==> config.mk <==
export PLATFORM = sky130hd
export DESIGN_NAME = imc_array
export DESIGN_NICKNAME = d
export VERILOG_FILES = /design/src/rtl/imc_pkg.sv /design/src/rtl/imc_edge.sv /design/src/rtl/imc_cell.sv /design/src/rtl/imc_rdmux.sv /design/src/rtl/imc_array.sv
export SDC_FILE = /design/constraint.sdc
export NUM_CORES = 1
export LEC_CHECK = 0
export CAP_MARGIN = 20
export CORE_ASPECT_RATIO = 0.6
export CORE_UTILIZATION = 35
export CTS_BUF_LIST = sky130_fd_sc_hd__clkbuf_4 sky130_fd_sc_hd__clkbuf_8 sky130_fd_sc_hd__clkbuf_16
export CTS_CLUSTER_SIZE = 30
export DETAILED_ROUTE_END_ITERATION = 12
export GPL_TIMING_DRIVEN = 0
export PLACE_DENSITY = 0.89
export SYNTH_ARGS = -nofsm -noshare
export SYNTH_HDL_FRONTEND = slang
export SYNTH_SLANG_ARGS = --single-unit
==> constraint.sdc <==
create_clock -name clk -period 1 [get_ports clk]
set_input_delay 0.2 -clock clk [delete_from_list [all_inputs] [get_ports clk]]
set_output_delay 0.2 -clock clk [all_outputs]
set_load 0.005 [all_outputs]
==> src/rtl/imc_pkg.sv <==
package imc_pkg;
  typedef enum logic [1:0] {
    IMC_PASS    = 2'b00,
    IMC_CLOCKED = 2'b01,
    IMC_GATED   = 2'b10,
    IMC_ALE     = 2'b11
  } imc_mode_e;
endpackage

==> src/rtl/imc_edge.sv <==
// Rising-edge detection for the shared group strobes, sampled on clk.
module imc_edge #(
  parameter int NGRP = 5
) (
  input  logic            clk,
  input  logic            rst,
  input  logic [NGRP-1:0] strobe_i,
  output logic [NGRP-1:0] rise_o
);
  logic [NGRP-1:0] strobe_q;

  always_ff @(posedge clk) begin
    if (rst) strobe_q <= '0;
    else     strobe_q <= strobe_i;
  end

  assign rise_o = strobe_i & ~strobe_q;
endmodule

==> src/rtl/imc_cell.sv <==
// One conditioning cell: a single register with a mode-selected load enable.
module imc_cell
  import imc_pkg::*;
(
  input  logic       clk,
  input  logic       rst,
  input  logic       pin_i,
  input  logic [1:0] mode_i,
  input  logic       rise_i,
  input  logic       gate_i,
  input  logic       ale_i,
  output logic       q_o
);
  imc_mode_e mode;
  logic      load;

  assign mode = imc_mode_e'(mode_i);

  always_comb begin
    unique case (mode)
      IMC_PASS:    load = 1'b1;
      IMC_CLOCKED: load = rise_i;
      IMC_GATED:   load = gate_i;
      IMC_ALE:     load = ale_i;
      default:     load = 1'b1;
    endcase
  end

  always_ff @(posedge clk) begin
    if (rst)       q_o <= 1'b0;
    else if (load) q_o <= pin_i;
  end
endmodule

==> src/rtl/imc_rdmux.sv <==
// Host read selection: one port per select code, zero-extended.
module imc_rdmux #(
  parameter int N_A  = 8,
  parameter int N_B  = 8,
  parameter int N_C  = 4,
  parameter int RD_W = 8,
  localparam int NCELL = N_A + N_B + N_C
) (
  input  logic [NCELL-1:0] cells_i,
  input  logic [1:0]       sel_i,
  output logic [RD_W-1:0]  data_o
);
  always_comb begin
    data_o = '0;
    case (sel_i)
      2'd0:    data_o[N_A-1:0] = cells_i[0 +: N_A];
      2'd1:    data_o[N_B-1:0] = cells_i[N_A +: N_B];
      2'd2:    data_o[N_C-1:0] = cells_i[N_A+N_B +: N_C];
      default: data_o = '0;
    endcase
  end
endmodule

==> src/rtl/imc_array.sv <==
// Array of input conditioning cells; port sizes must be multiples of GRP.
module imc_array #(
  parameter int N_A  = 8,
  parameter int N_B  = 8,
  parameter int N_C  = 4,
  parameter int GRP  = 4,
  parameter int RD_W = 8,
  localparam int NCELL = N_A + N_B + N_C,
  localparam int NGRP  = NCELL / GRP
) (
  input  logic               clk,
  input  logic               rst,
  input  logic [NCELL-1:0]   pin_i,
  input  logic [2*NCELL-1:0] mode_i,
  input  logic [NGRP-1:0]    strobe_i,
  input  logic               ale_i,
  output logic [NCELL-1:0]   bus_o,
  input  logic [1:0]         rd_sel_i,
  output logic [RD_W-1:0]    rd_data_o
);
  logic [NGRP-1:0] rise;

  imc_edge #(.NGRP(NGRP)) u_edge (
    .clk      (clk),
    .rst      (rst),
    .strobe_i (strobe_i),
    .rise_o   (rise)
  );

  for (genvar i = 0; i < NCELL; i++) begin : g_cell
    localparam int G = i / GRP;
    imc_cell u_cell (
      .clk    (clk),
      .rst    (rst),
      .pin_i  (pin_i[i]),
      .mode_i (mode_i[2*i +: 2]),
      .rise_i (rise[G]),
      .gate_i (strobe_i[G]),
      .ale_i  (ale_i),
      .q_o    (bus_o[i])
    );
  end

  imc_rdmux #(.N_A(N_A), .N_B(N_B), .N_C(N_C), .RD_W(RD_W)) u_rd (
    .cells_i (bus_o),
    .sel_i   (rd_sel_i),
    .data_o  (rd_data_o)
  );
endmodule

==> impl_summary.log <==
INFO  metric finalCoreUtilization = 69.8%
INFO  metric worst_ir_drop_vdd = 0.528 mV
INFO  metric die_y = 56.4 um
INFO  metric globalRoute.busiestLayer = met2
INFO  metric critical_path_class = reg2out
INFO  metric synth.area.top_cells = dfxtp_1 29%, mux2i_1 16%, a211oi_2 11%
INFO  metric placement.io_buffers = 94
INFO  metric dr.first_iter.drc_count = 48
INFO  metric max_slew.worst_pin.slew = 0.387 ns
INFO  metric mostFrequentLayoutCells = 53 x buf_6, 40 x dlygate4sd2_1, 34 x nor2_1, 28 x mux2i_1, 26 x clkdlybuf4s50_1
INFO  metric post_synth_num_cell_types = 15
INFO  metric placement_rows = 19
INFO  metric vias_per_cell = 4.88
INFO  metric full_die_area = 5220 um2
INFO  metric drc_errors = 0
INFO  metric cts_root_buf = clkbuf_8
INFO  metric first_pass_grt_wire_length = 8.66 mm
INFO  metric clkTransAtPathRegs = 0.08 ns
INFO  metric most_common_library_cell_in_the_layout_ignoring_fill_and_taps = buf_6
INFO  metric start_util = 37.0%
INFO  metric numCtsBuffers = 3
INFO  metric layout_worst_path_cycle_share = 124%
INFO  metric drt_first_pass_iters = 4
INFO  metric die_w = 92.6 um
INFO  metric worstSetupEndpointType = output port
INFO  metric grt_overflow_total = 0
INFO  metric pwr-share-comb = 40.0%
INFO  metric final-hold-violation-count = 0
INFO  metric syn-num-nets = 273
INFO  metric critPathLaunchType = register
INFO  metric use_met1 = 27.9%
INFO  metric num-nets-final = 395
INFO  metric seq_area_frac_synth = 29.0%
INFO  metric drt_total_wl = 5.74 mm
INFO  metric failed_checks = setup timing
INFO  metric detailed_route_via_count = 1888
INFO  metric grt_use_met2 = 37.2%
INFO  metric pwr_density_cell = 904 nW/um2
INFO  metric antenna_cells_inserted = 0
INFO  metric unrepaired_setup_endpoints_after_global_routing = yes
INFO  metric sw_frac_of_total = 27.7%
INFO  metric crit_required = 0.80 ns
INFO  metric grt_max_degree = 14
INFO  metric cts.sink_count = 25
INFO  metric synth.ff_latch_count = 25
INFO  metric layout-area-overhead-vs-synth = 88.5%
INFO  metric power.internal = 2.13 mW
INFO  metric hold_path.class = in2reg
INFO  metric grt_util_met3 = 3.79%
INFO  metric drive_above_1_share = 47.5%
INFO  metric synth-warning-count = 0
INFO  metric netlist.area_leader.share = 29.0%
INFO  metric run_status = finished, violations left
INFO  metric clock_tree.buffer_depth = 2
INFO  metric p_clk_share = 21.0%
INFO  metric syn_inst = 203
INFO  metric syn-mean-instance-area = 8.50 um2
INFO  metric place_congestion = 0.730
INFO  metric critPathArrivalTime = 1.04 ns
INFO  metric core_area = 4660 um2
INFO  metric clock-skew-final = 0.00122 ns
INFO  metric achievable-frequency = 0.809 GHz
INFO  metric pwr-share-seq = 39.0%
INFO  metric setup_viol_count_final = 46
INFO  metric grt_pass1_vias = 1847
INFO  metric clkLatencyLatePin = 0.26 ns
INFO  metric timing.max_cap.violations = 0
INFO  metric wire_per_inst = 14.8 um
INFO  metric synth.cell_area = 1730 um2
INFO  metric slew_headroom = 74.2%
INFO  metric antenna_violations_before_repair = 0
INFO  metric h-tree-depth = 1
INFO  metric detailedPlacementHpwl = 3.92 mm
INFO  metric routed_antenna_nets = 0
INFO  metric track_usage = 21.2%
INFO  metric netSwitchingPower = 0.814 mW
INFO  metric top_level_i_o_count = 98
INFO  metric dominant_cell_type_by_area_after_synthesis = dfxtp_1
INFO  metric cts_tree = yes
INFO  metric final-max-slew-violation-count = 0
INFO  metric timing.final.ws_setup = -0.237 ns
INFO  metric total_power = 2.94 mW
INFO  metric finalWorstPathRequiredPeriod = 1.24 ns
INFO  metric static-leakage-power = 1.47 nW
INFO  metric worstPathMaxFanout = 2
-- worst max-delay path, stage by stage (launching register included) --
cell	delay (ns)
dfxtp_2	0.34
buf_6	0.11
mux2i_1	0.13
nor2_1	0.06
buf_2	0.13
-- cell families (layout without fill, tap and decap cells) --
family,Yosys count,in the layout,share of synthesized area (%)
mux,28,28,16.2
buf+inv,27,148,11.2
simple gates,79,79,23.1
compound gates,44,44,20.4
flops,25,25,29.0
-- per-stage QoR --
| stage | area, um2 | hold WS, ns | std cells | TNS, ns | worst slack, ns |
|---|---|---|---|---|---|
| finish | 3250 | 0.325 | 387 | -3.61 | -0.237 |
| global route | 3250 | 0.332 | 387 | -5.60 | -0.284 |
| detailed placement | 2760 | 0.495 | 360 | -21.44 | -0.795 |
| floorplan | 1740 | 0.328 | 203 | -0.160 | -0.0137 |
| global placement | 2760 | 0.487 | 360 | -20.40 | -0.737 |
| CTS | 3170 | 0.321 | 384 | -3.85 | -0.229 |
-- Yosys cell counts (all sizes together) --
cell type  instances
mux2i             28
nor2              34
buf               24
a311oi             5
nand2              4
nor2b             11
nand2b            15
clkbuf             3
o21ai             19
a211oi            15
a21oi              5
dfxtp             25
and3              15
-- cell type report --
class / count / area [um2]
multi-input cells: 151 / 1190
well taps: 63 / 78.8
clock buffers: 4 / 48.8
repair buffers: 126 / 1190
fillers: 395 / 1410
flip-flops and latches: 25 / 552
plain buffers: 18 / 189
-- power groups by stage --
stage	Sequential (mW)	Clock (mW)	Combinational (mW)
after global placement	1.16	0	0.939
after CTS	1.15	0.638	1.13
after detailed placement	1.16	0	0.959
after floorplan	1.13	0	0.438
after global routing	1.16	0.664	1.26
final	1.15	0.617	1.18
-- state kept, by name, summed over array words and instances, names as in the netlist --
signal and flops:
g_cell.u_cell.q_o 20, u_edge.strobe_q 5
-- final timing paths --
path / from / endpoint / slack [ns] / cells past startpoint
max: g_cell[12].u_cell.q_o / rd_data_o[4] / -0.24 / 4
min: ale_i / g_cell[7].u_cell.q_o / 0.32 / 3
max reg2reg: u_edge.strobe_q[3] / g_cell[12].u_cell.q_o / -0.18 / 5
min reg2reg: g_cell[3].u_cell.q_o / g_cell[3].u_cell.q_o / 0.51 / 2
-- layer usage --
metal,vias up,wire [um]
li1,942,-
met1,882,2630
met2,60,2760
met3,4,306
met4,0,36
met5,-,0
-- what timing repair did --
action,CTS,global route
hold buffers,0,0
gates resized for setup,274,27
pin swaps,48,17
buffers inserted,23,12
setup endpoints to repair,53,49
endpoints found under the hold margin,0,0
No activity file was read; power rests on OpenSTA's default activity.
